### src/rtl/acpi_seq_pkg.sv
package acpi_seq_pkg;

  typedef enum logic [1:0] {
    PS_S0 = 2'd0,
    PS_S3 = 2'd1,
    PS_S5 = 2'd2
  } pstate_t;

  // Soft-off has priority over suspend.
  function automatic pstate_t req_decode(input logic s3n, input logic s5n);
    if (!s5n)      return PS_S5;
    else if (!s3n) return PS_S3;
    else           return PS_S0;
  endfunction

  // Power-good delay in ticks: (sel + 1) steps.
  function automatic int unsigned pg_delay_ms(input logic [1:0] sel,
                                              input int unsigned step);
    return (int'(sel) + 1) * step;
  endfunction

endpackage

### src/rtl/acpi_seq_fsm.sv
module acpi_seq_fsm
  import acpi_seq_pkg::*;
(
  input  logic    clk,
  input  logic    rst_n,
  input  pstate_t req,
  output pstate_t st_q
);
  logic    via5_q;
  pstate_t st_d;
  logic    via5_d;

  always_comb begin
    st_d   = st_q;
    via5_d = 1'b0;
    unique case (st_q)
      PS_S0: if (req != PS_S0) st_d = req;
      PS_S3: if (via5_q || req == PS_S0) st_d = PS_S0;
      PS_S5: if (req == PS_S0) begin
               st_d   = PS_S3;
               via5_d = 1'b1;
             end
      default: st_d = PS_S5;
    endcase
  end

  always_ff @(posedge clk or negedge rst_n) begin
    if (!rst_n) begin
      st_q   <= PS_S5;
      via5_q <= 1'b0;
    end else begin
      st_q   <= st_d;
      via5_q <= via5_d;
    end
  end
endmodule

### src/rtl/acpi_seq_delay.sv
module acpi_seq_delay #(
  parameter int CW = 9
) (
  input  logic          clk,
  input  logic          rst_n,
  input  logic          en,
  input  logic          tick,
  input  logic [CW-1:0] limit,
  output logic          done
);
  logic [CW-1:0] cnt_q;
  logic          reached;

  assign reached = (cnt_q >= limit);
  assign done    = en && reached;

  always_ff @(posedge clk or negedge rst_n) begin
    if (!rst_n)                   cnt_q <= '0;
    else if (!en)                 cnt_q <= '0;
    else if (tick && !reached)    cnt_q <= cnt_q + 1'b1;
  end
endmodule

### src/rtl/acpi_seq_prot.sv
module acpi_seq_prot #(
  parameter int N_RAIL = 4
) (
  input  logic              clk,
  input  logic              rst_n,
  input  logic [N_RAIL-1:0] rail_dem,
  input  logic [N_RAIL-1:0] uv_flag,
  input  logic [N_RAIL-1:0] oc_flag,
  input  logic [N_RAIL-1:0] prot_en,
  input  logic              in_s0,
  input  logic              fault_en,
  input  logic              fault_n,
  input  logic              recover_by_s5,
  input  logic              slp5_n,
  input  logic              shared_shdn,
  output logic [N_RAIL-1:0] kill,
  output logic              any_rail_flt
);
  logic [N_RAIL-1:0] flt_q;
  logic [N_RAIL-1:0] flt_set;
  logic              ext_q;
  logic              ext_set;
  logic              flt_clr;

  assign flt_clr = recover_by_s5 && !slp5_n;
  assign ext_set = fault_en && !fault_n && in_s0;

  for (genvar i = 0; i < N_RAIL; i++) begin : g_latch
    assign flt_set[i] = prot_en[i] && rail_dem[i] && (uv_flag[i] || oc_flag[i]);
    always_ff @(posedge clk or negedge rst_n) begin
      if (!rst_n)          flt_q[i] <= 1'b0;
      else if (flt_set[i]) flt_q[i] <= 1'b1;
      else if (flt_clr)    flt_q[i] <= 1'b0;
    end
  end

  always_ff @(posedge clk or negedge rst_n) begin
    if (!rst_n)       ext_q <= 1'b0;
    else if (ext_set) ext_q <= 1'b1;
    else if (flt_clr) ext_q <= 1'b0;
  end

  assign any_rail_flt = |flt_q;
  assign kill = (shared_shdn && any_rail_flt) || ext_q ? {N_RAIL{1'b1}} : flt_q;
endmodule

### src/rtl/acpi_seq.sv
module acpi_seq
  import acpi_seq_pkg::*;
#(
  parameter int N_RAIL     = 4,
  parameter int MEM_RAIL   = 0,
  parameter int RSM_MS     = 66,
  parameter int PG_STEP_MS = 100
) (
  input  logic              clk,
  input  logic              rst_n,
  input  logic              ms_tick,
  input  logic              slp3_n,
  input  logic              slp5_n,
  input  logic              pson_in_n,
  input  logic              sb_good,
  input  logic              atx_good,
  input  logic              core_good,
  input  logic              fault_n,
  input  logic [N_RAIL-1:0] uv_flag,
  input  logic [N_RAIL-1:0] oc_flag,
  input  logic [N_RAIL-1:0] prot_en,
  input  logic              fault_en,
  input  logic              recover_by_s5,
  input  logic              fault_to_supply,
  input  logic              soft_off_en,
  input  logic              soft_off_set,
  input  logic              shared_shdn,
  input  logic [1:0]        pg_dly_sel,
  output logic [N_RAIL-1:0] rail_en,
  output logic              core_en,
  output logic              pwr_ok,
  output logic              rsm_rst_n,
  output logic              supply_off
);
  localparam int PG_MAX  = 4 * PG_STEP_MS;
  localparam int CNT_MAX = (PG_MAX > RSM_MS) ? PG_MAX : RSM_MS;
  localparam int CW      = $clog2(CNT_MAX + 1);
  localparam logic [N_RAIL-1:0] MEM_MASK = N_RAIL'(1) << MEM_RAIL;

  pstate_t           st_q;
  pstate_t           req;
  logic [N_RAIL-1:0] rail_dem;
  logic [N_RAIL-1:0] kill;
  logic              any_rail_flt;
  logic              force_off;
  logic              pg_cond;
  logic [CW-1:0]     pg_limit;

  assign req = req_decode(slp3_n, slp5_n);

  acpi_seq_fsm u_fsm (
    .clk  (clk),
    .rst_n(rst_n),
    .req  (req),
    .st_q (st_q)
  );

  always_comb begin
    unique case (st_q)
      PS_S0:   rail_dem = atx_good ? {N_RAIL{1'b1}} : '0;
      PS_S3:   rail_dem = MEM_MASK;
      default: rail_dem = '0;
    endcase
  end

  acpi_seq_prot #(.N_RAIL(N_RAIL)) u_prot (
    .clk          (clk),
    .rst_n        (rst_n),
    .rail_dem     (rail_dem),
    .uv_flag      (uv_flag),
    .oc_flag      (oc_flag),
    .prot_en      (prot_en),
    .in_s0        (st_q == PS_S0),
    .fault_en     (fault_en),
    .fault_n      (fault_n),
    .recover_by_s5(recover_by_s5),
    .slp5_n       (slp5_n),
    .shared_shdn  (shared_shdn),
    .kill         (kill),
    .any_rail_flt (any_rail_flt)
  );

  assign rail_en = rail_dem & ~kill;
  assign core_en = (st_q == PS_S0) && atx_good && (&rail_en);

  acpi_seq_delay #(.CW(CW)) u_rsm (
    .clk  (clk),
    .rst_n(rst_n),
    .en   (sb_good),
    .tick (ms_tick),
    .limit(CW'(RSM_MS)),
    .done (rsm_rst_n)
  );

  assign pg_cond  = core_en && core_good;
  assign pg_limit = CW'(pg_delay_ms(pg_dly_sel, PG_STEP_MS));

  acpi_seq_delay #(.CW(CW)) u_pg (
    .clk  (clk),
    .rst_n(rst_n),
    .en   (pg_cond),
    .tick (ms_tick),
    .limit(pg_limit),
    .done (pwr_ok)
  );

  assign force_off  = (fault_to_supply && any_rail_flt) || (soft_off_en && soft_off_set);
  assign supply_off = !((st_q == PS_S0) || !pson_in_n) || force_off;
endmodule

### config.mk
export PLATFORM = sky130hd
export DESIGN_NAME = acpi_seq
export DESIGN_NICKNAME = d
export VERILOG_FILES = /design/src/rtl/acpi_seq_pkg.sv /design/src/rtl/acpi_seq_fsm.sv /design/src/rtl/acpi_seq_delay.sv /design/src/rtl/acpi_seq_prot.sv /design/src/rtl/acpi_seq.sv
export SDC_FILE = /design/constraint.sdc
export NUM_CORES = 1
export LEC_CHECK = 0
export BUFFER_PORTS_ARGS = -buffer_cell sky130_fd_sc_hd__buf_2
export CAP_MARGIN = 20
export CORE_ASPECT_RATIO = 1.1
export CORE_MARGIN = 10
export CORE_UTILIZATION = 31
export CTS_CLUSTER_SIZE = 14
export DETAILED_ROUTE_END_ITERATION = 12
export PLACE_DENSITY = 0.55
export SETUP_SLACK_MARGIN = 0.02
export SLEW_MARGIN = 30
export SYNTH_ARGS = -nofsm -noshare
export SYNTH_HDL_FRONTEND = slang
export SYNTH_HIERARCHICAL = 1
export SYNTH_SLANG_ARGS = --single-unit
export TNS_END_PERCENT = 10
### constraint.sdc
create_clock -name clk -period 4.95 [get_ports clk]
set_clock_uncertainty 0.1 [all_clocks]
set_input_delay 0.495 -clock clk [delete_from_list [all_inputs] [get_ports clk]]
set_output_delay 0.495 -clock clk [all_outputs]
set_load 0.02 [all_outputs]
==> flow_metrics.env, run 1 <==
export IMPL_io_pin_count=38
export IMPL_dpl_worst_slack_ns=1.57
export IMPL_cts_tree="built"
export IMPL_dp_hpwl_mm=3.57
export IMPL_wl_mm=4.40
export IMPL_cap_violations=0
export IMPL_leakage_nw=1.30
export IMPL_final_cell_mix="37 x buf_2, 31 x inv_1, 26 x nand2_1, 26 x ha_1, 25 x dfrtp_1"
export IMPL_max_freq_mhz=294
export IMPL_grt_usage_pct=8.78
export IMPL_core_um2=6710
export IMPL_rows=31
export IMPL_endpoint="pwr_ok"
export IMPL_slew_viol_final=0
export IMPL_cts_buffers=3
export IMPL_syn_to_final_growth_pct=16.6
export IMPL_ff2ff_setup_slack_ns=2.24
export IMPL_drive_above_1_share_pct=19.2
export IMPL_clk_latency_ns=0.27
export IMPL_place_area_um2=2470
export IMPL_wire_per_inst_um=11.9
export IMPL_synth_top_cells_by_area="dfrtp_1 29%, ha_1 15%, inv_1 5.4%, mux2i_1 5.1%, nand2_1 4.5%"
export IMPL_hold_buffers=0
export IMPL_synth_top_cell_by_area="dfrtp_1"
export IMPL_vias=1766
export IMPL_finalInstanceArea_um2=2530
export IMPL_worst_path_max_fanout=13
export IMPL_finalSetupTns_ns=0
export IMPL_crit_path_end_kind="output pin"
export IMPL_fin_nets=344
export IMPL_synth_edf_count=0
export IMPL_antenna_found_initial=0
export IMPL_synth_ff_type="dfrtp_1"
export IMPL_crit_type="in -> out"
export IMPL_die_w_um=99.7
export IMPL_rr_worst_depth=6
export IMPL_cts_sinks=26
export IMPL_setup_ws_ns=1.55
export IMPL_holdWs_ns=0.116
export IMPL_postCtsSetupBuffers=0
export IMPL_finalSetupViolCount=0
export IMPL_grt_remaining_overflow=0
export IMPL_cts_resized=0
export IMPL_slew_headroom_pct=44.5
export IMPL_port_buffers=37
export IMPL_grt_pass1_wl_mm=8.17
export IMPL_timing_rr_start="u_prot/flt_q[0]"
export IMPL_seq_area_frac_synth_pct=30.1
export IMPL_seqPwrFrac_pct=43.2
export IMPL_layout_commonest_cell="buf_2"
export IMPL_finalHoldViolCount=0
export IMPL_hp_class="in -> async"
export IMPL_rsz0062_at_grt="false"
export IMPL_clk_path_buf_depth=2
export IMPL_p_int_uw=417
export IMPL_worst_pin_slew_ns=0.826
export IMPL_dieArea_um2=10700
export IMPL_placed_cells=365
export IMPL_drtIter0Drc=43
export IMPL_die_h_um=108
export IMPL_synth_seq_cells=26
export IMPL_post_route_period_util_pct=68.7
export IMPL_start_util_pct=32.3
export IMPL_synth_top_area_share_pct=28.9
export IMPL_p_sw_share_pct=35.5
export IMPL_powerDensity_nw_per_um2=256
export IMPL_cp_arrival_ns=2.80
export IMPL_final_cell_count_no_fill=369
export IMPL_yosysWarnings=6
export IMPL_ant_nets=0
export IMPL_status="finished clean"
export IMPL_crit_start="pg_dly_sel[0]"
export IMPL_grt_max_degree=27
export IMPL_cts_max_level=1
export IMPL_synth_area_um2=2170
export IMPL_peakVddDrop_mv=0.216
export IMPL_rr_endpoint="u_pg/cnt_q[8]"
export IMPL_grt_pass1_vias=1882
export IMPL_gp_congestion=0.745
export IMPL_antenna_cells=0
export IMPL_root_buffer="clkbuf_8"
export IMPL_crit_path_start_kind="input port"
export IMPL_syn_inst=241
export IMPL_required_ns=4.36
export IMPL_synth_cell_type_count=45
export IMPL_clk_pin_slew_worst_paths_ns=0.09
export IMPL_share_comb_of_total_power_pct=35.2
export IMPL_dr_pass1_iters=4
export IMPL_drc=0
export IMPL_vias_per_cell=4.79
export IMPL_power_switching_uw=229
export IMPL_clkPwrFrac_pct=21.5
export IMPL_min_period_ns=3.40
export IMPL_avgSynthCellArea_um2=9.00
export IMPL_synthArstFlopShare_pct=100
area by class of cell:
class | instances | area [um^2]
clock buffers | 4 | 55.1
fillers | 689 | 4180
inverters | 31 | 116
multi-input cells | 189 | 1420
flip-flops and latches | 26 | 652
well taps | 82 | 103
repair buffers | 37 | 185
per-stage QoR:
| stage | utilization, % | total power [mW] |
|---|---|---|
| after CTS | 37.7 | 0.658 |
| after floorplan | - | 0.450 |
| after detailed placement | 36.8 | 0.516 |
| after global routing | 37.7 | 0.705 |
| after global placement | 36.8 | 0.514 |
| final | 37.7 | 0.646 |
power groups by stage:
stage	sequential (mW)	clock (mW)	combinational, mW
CTS	0.281	0.146	0.231
detailed placement	0.285	0	0.231
global placement	0.284	0	0.229
floorplan	0.275	0	0.175
global route	0.287	0.155	0.262
finish	0.279	0.139	0.228
worst max-delay path, stage by stage:
cell	delay [ns]
buf_2	0.11
inv_1	0.08
ha_1	0.33
xnor2_1	0.15
inv_1	0.06
ha_1	0.27
and3_4	0.20
nand4_1	0.09
o21ai_1	0.63
o21a_1	0.24
buf_2	0.16
worst min-delay path by stage:
| stage | startpoint | endpoint | slack [ns] | depth (start not counted) |
|---|---|---|---|---|
| detailed placement | u_pg/cnt_q[8] | u_pg/cnt_q[8] | 0.43 | 2 |
| finish | rst_n | u_fsm/via5_q | 0.12 | 1 |
| CTS | rst_n | u_rsm/cnt_q[8] | 0.15 | 1 |
| global route | rst_n | u_fsm/via5_q | 0.16 | 1 |
| floorplan | rst_n | u_fsm/st_q[0] | 0.1 | 0 |
| global placement | u_rsm/cnt_q[8] | u_rsm/cnt_q[8] | 0.42 | 2 |
flip-flops by register name, indices dropped and copies added, names as in the netlist:
signal / cells
u_fsm/via5_q: 1
u_rsm/cnt_q: 9
u_prot/flt_q: 4
u_prot/ext_q: 1
u_pg/cnt_q: 9
u_fsm/st_q: 2
logic make-up after synthesis:
kind of cell    after synthesis  synth area share, %
fa+ha+maj                    26                 15.0
mux                          12                 5.77
compound gates               43                 15.8
flops                        26                 30.1
simple gates                 95                 26.0
buf+inv                      35                 6.17
other cells                   2                0.346
xor+xnor                      2                0.808
synthesized netlist by cell type (all sizes together), types with 5 or more instances:
| cell | number |
|---|---|
| a21boi | 6 |
| a21o | 6 |
| and3 | 8 |
| dfrtp | 25 |
| ha | 26 |
| inv | 31 |
| mux2i | 11 |
| nand2 | 26 |
| nand2b | 8 |
| nand3 | 10 |
| nand4 | 5 |
| nor2 | 11 |
| nor3 | 5 |
| o211ai | 6 |
| o21ai | 10 |
| o31ai | 5 |
layer usage:
metal	up-vias	GRT usage, %	wire length, um
li1	934	-	-
met1	791	11.5	2250
met4	0	3.69	57
met5	-	0	0
met3	4	2.06	214
met2	37	13.4	1880
Note: power is estimated with default switching activity, not from simulation.
==> run 2: changes to the inputs <==
--- a/config.mk
+++ b/config.mk
@@ -5,6 +5,7 @@
 export SDC_FILE = /design/constraint.sdc
 export NUM_CORES = 1
 export LEC_CHECK = 0
+export ABC_AREA = 1
 export BUFFER_PORTS_ARGS = -buffer_cell sky130_fd_sc_hd__buf_2
 export CAP_MARGIN = 20
 export CORE_ASPECT_RATIO = 1.1
@@ -12,7 +13,7 @@
 export CORE_UTILIZATION = 31
 export CTS_CLUSTER_SIZE = 14
 export DETAILED_ROUTE_END_ITERATION = 12
-export PLACE_DENSITY = 0.55
+export PLACE_DENSITY = 0.57
 export SETUP_SLACK_MARGIN = 0.02
 export SLEW_MARGIN = 30
 export SYNTH_ARGS = -nofsm -noshare
==> constraint.sdc (replaced) <==
create_clock -name clk -period 3.11 [get_ports clk]
set_clock_uncertainty 0.1 [all_clocks]
set_input_delay 0.311 -clock clk [delete_from_list [all_inputs] [get_ports clk]]
set_output_delay 0.311 -clock clk [all_outputs]
set_load 0.02 [all_outputs]
==> flow_metrics.env, run 2 <==
export IMPL_root_buffer="clkbuf_8"
export IMPL_hp_class="in -> reg"
export IMPL_required_ns=2.70
export IMPL_drive_above_1_share_pct=18.3
export IMPL_clk_pin_slew_worst_paths_ns=0.08
export IMPL_final_cell_count_no_fill=467
export IMPL_post_route_period_util_pct=77.7
export IMPL_yosys_top_cells_count="86 x nand2_1, 56 x inv_1, 32 x nand3_1"
export IMPL_slew_headroom_pct=60.2
export IMPL_wl_met2_mm=2.27
export IMPL_seqPwrFrac_pct=43.2
export IMPL_avgSynthCellArea_um2=6.91
export IMPL_die_h_um=111
export IMPL_ant_nets=0
export IMPL_cts_tree="built"
export IMPL_grt_max_degree=27
export IMPL_crit_family="simple AND/OR/NAND/NOR gates"
export IMPL_dr_pass1_iters=4
export IMPL_p_sw_share_pct=37.9
export IMPL_grt_pass1_wl_mm=8.68
export IMPL_fillerInstances=783
export IMPL_synth_top_cells_by_area="dfrtp_1 27%, ha_1 14%, nand2_1 14%, inv_1 9.1%, nand3_1 6.9%"
export IMPL_hold_start="prot_en[3]"
export IMPL_postCtsSetupBuffers=0
export IMPL_gp_congestion=0.760
export IMPL_die_w_um=102
export IMPL_multi_input_area_um2=1390
export IMPL_peakVddDrop_mv=0.237
export IMPL_start_util_pct=32.4
export IMPL_antenna_found_initial=0
export IMPL_crit_type="reg -> out"
export IMPL_yosysWarnings=6
export IMPL_wl_met3_um=200
export IMPL_synth_ff_type="dfrtp_1"
export IMPL_setup_ws_ns=0.692
export IMPL_regArea_um2=652
export IMPL_synth_seq_cells=26
export IMPL_clk_latency_ns=0.26
export IMPL_drc=0
export IMPL_min_period_ns=2.42
export IMPL_dpl_worst_slack_ns=0.720
export IMPL_drtIter0Drc=70
export IMPL_crit_path_start_kind="flop"
export IMPL_finalHoldViolCount=0
export IMPL_dp_hpwl_mm=3.93
export IMPL_share_comb_of_total_power_pct=38.2
export IMPL_io_pin_count=38
export IMPL_port_buffers=37
export IMPL_place_area_um2=2600
export IMPL_synth_area_um2=2310
export IMPL_cp_cell_sequence="nor2_1, nand2_1, nand2_2, nand3_1, inv_1, nand3_2, nor2_2, nand2_1, nor2_2, buf_4, inv_4, a21oi_1, buf_2"
export IMPL_worst_pin_slew_ns=0.597
export IMPL_status="finished clean"
export IMPL_top_regs="u_pg/cnt_q x9, u_rsm/cnt_q x9, u_prot/flt_q x4"
export IMPL_crit_buf_inv=4
export IMPL_cap_violations=0
export IMPL_cts_sinks=26
export IMPL_slew_viol_final=0
export IMPL_powerDensity_nw_per_um2=383
export IMPL_fin_nets=439
export IMPL_crit_start="u_prot/flt_q[2]"
export IMPL_power_switching_uw=385
export IMPL_cp_arrival_ns=2.01
export IMPL_synth_edf_count=0
export IMPL_worst_path_max_fanout=15
export IMPL_finalInstanceArea_um2=2650
export IMPL_rsz0062_at_grt="false"
export IMPL_wl_mm=4.76
export IMPL_finalSetupViolCount=0
export IMPL_vias=2054
export IMPL_wl_met1_mm=2.26
export IMPL_rows=32
export IMPL_syn_inst=334
export IMPL_finalSetupTns_ns=0
export IMPL_yosysMostFrequentCell="nand2_1"
export IMPL_top_layer="met4"
export IMPL_vias_per_cell=4.40
export IMPL_layout_commonest_cell="nand2_1"
export IMPL_grt_pass1_vias=2078
export IMPL_p_int_uw=629
export IMPL_crit_path_end_kind="output pin"
export IMPL_placed_cells=462
export IMPL_wire_per_inst_um=10.2
export IMPL_grt_remaining_overflow=0
export IMPL_final_cell_mix="86 x nand2_1, 56 x inv_1, 37 x buf_2, 32 x nand3_1, 29 x nor2_1"
export IMPL_cts_max_level=1
export IMPL_clkPwrFrac_pct=18.6
export IMPL_synth_top_area_share_pct=27.1
export IMPL_timing_rr_start="u_prot/flt_q[2]"
export IMPL_antenna_cells=0
export IMPL_synth_top_cell_by_area="dfrtp_1"
export IMPL_cts_buffers=3
export IMPL_synth_cell_type_count=26
export IMPL_clk_path_buf_depth=2
export IMPL_leakage_nw=1.51
export IMPL_syn_to_final_growth_pct=14.9
export IMPL_critPathSlowestCell="dfrtp_1"
export IMPL_seq_area_frac_synth_pct=28.2
export IMPL_synthArstFlopShare_pct=100
export IMPL_dieArea_um2=11300
export IMPL_core_um2=7130
export IMPL_critPathMaxStageDelay_ns=0.38
export IMPL_max_freq_mhz=414
export IMPL_grt_usage_pct=8.94
## run 2: path summary, 6_finish.rpt
kind,to,slack [ns],cells after the start
worst max-delay path,pwr_ok,0.69,13
worst min-delay path,u_prot/flt_q[3],0.21,3
worst max register to register,u_pg/cnt_q[4],1.28,14
worst min register to register,u_fsm/st_q[1],0.46,2
max in group asynchronous,u_pg/cnt_q[4],2.03,2
min in group asynchronous,u_pg/cnt_q[8],0.48,2
## run 2: timing repair
action,CTS,global route
resized for setup,0,0
hold endpoints to repair,25,0
hold buffers,1,0
## run 2: worst reg2reg max path, cell delays in order (launching register included)
cell and delay [ns]:
dfrtp_1 0.38, nor2_1 0.11, nand2_1 0.09, nand2_2 0.09, nand3_1 0.07, inv_1 0.07
nand3_2 0.09, nor2_2 0.08, nand2_1 0.07, nor2_2 0.07, buf_4 0.20, o21ai_0 0.11
a21oi_1 0.12, nand2_1 0.06, nand2_1 0.06
## run 2: per-stage QoR
step / utilization [%] / hold slack (ns) / total power [mW]
floorplan: - / -0.0846 / 0.731
global placement: 36.4 / 0.253 / 0.831
detailed placement: 36.4 / 0.263 / 0.839
CTS: 37.2 / 0.194 / 1.04
global route: 37.2 / 0.208 / 1.13
finish: 37.2 / 0.206 / 1.01
## run 2: area by class of cell
cell class / count / share of cell area, %
Tap cell: 85 / 4.01
Timing Repair Buffer: 39 / 7.65
Clock buffer: 4 / 1.70
Multi-Input combinational cell: 246 / 52.4
Inverter: 67 / 9.67
Sequential cell: 26 / 24.6
## run 2: power groups by stage
stage	Clock, mW	Sequential (mW)	Combinational (mW)
2_1_floorplan	0	0.433	0.298
6_report	0.189	0.438	0.387
5_1_grt	0.216	0.447	0.467
3_5_place_dp	0	0.446	0.393
3_3_place_gp	0	0.444	0.387
4_1_cts	0.206	0.439	0.396
## run 2: routing by layer
metal  track usage, %  vias up
met5                0        -
met4             2.43        0
met3             1.87        2
met2             15.1       38
met1             11.0      882
li1                 -     1132
## run 2: logic make-up after synthesis
group,count (synthesis),share of synthesized area [%]
other,2,0.325
adders and majority gates,26,14.1
and+or+nand+nor,173,34.7
buffers and inverters,71,13.1
AOI/OAI and AO/OA,28,6.50
xor gates and xnor gates,8,3.03
DFF,26,28.2
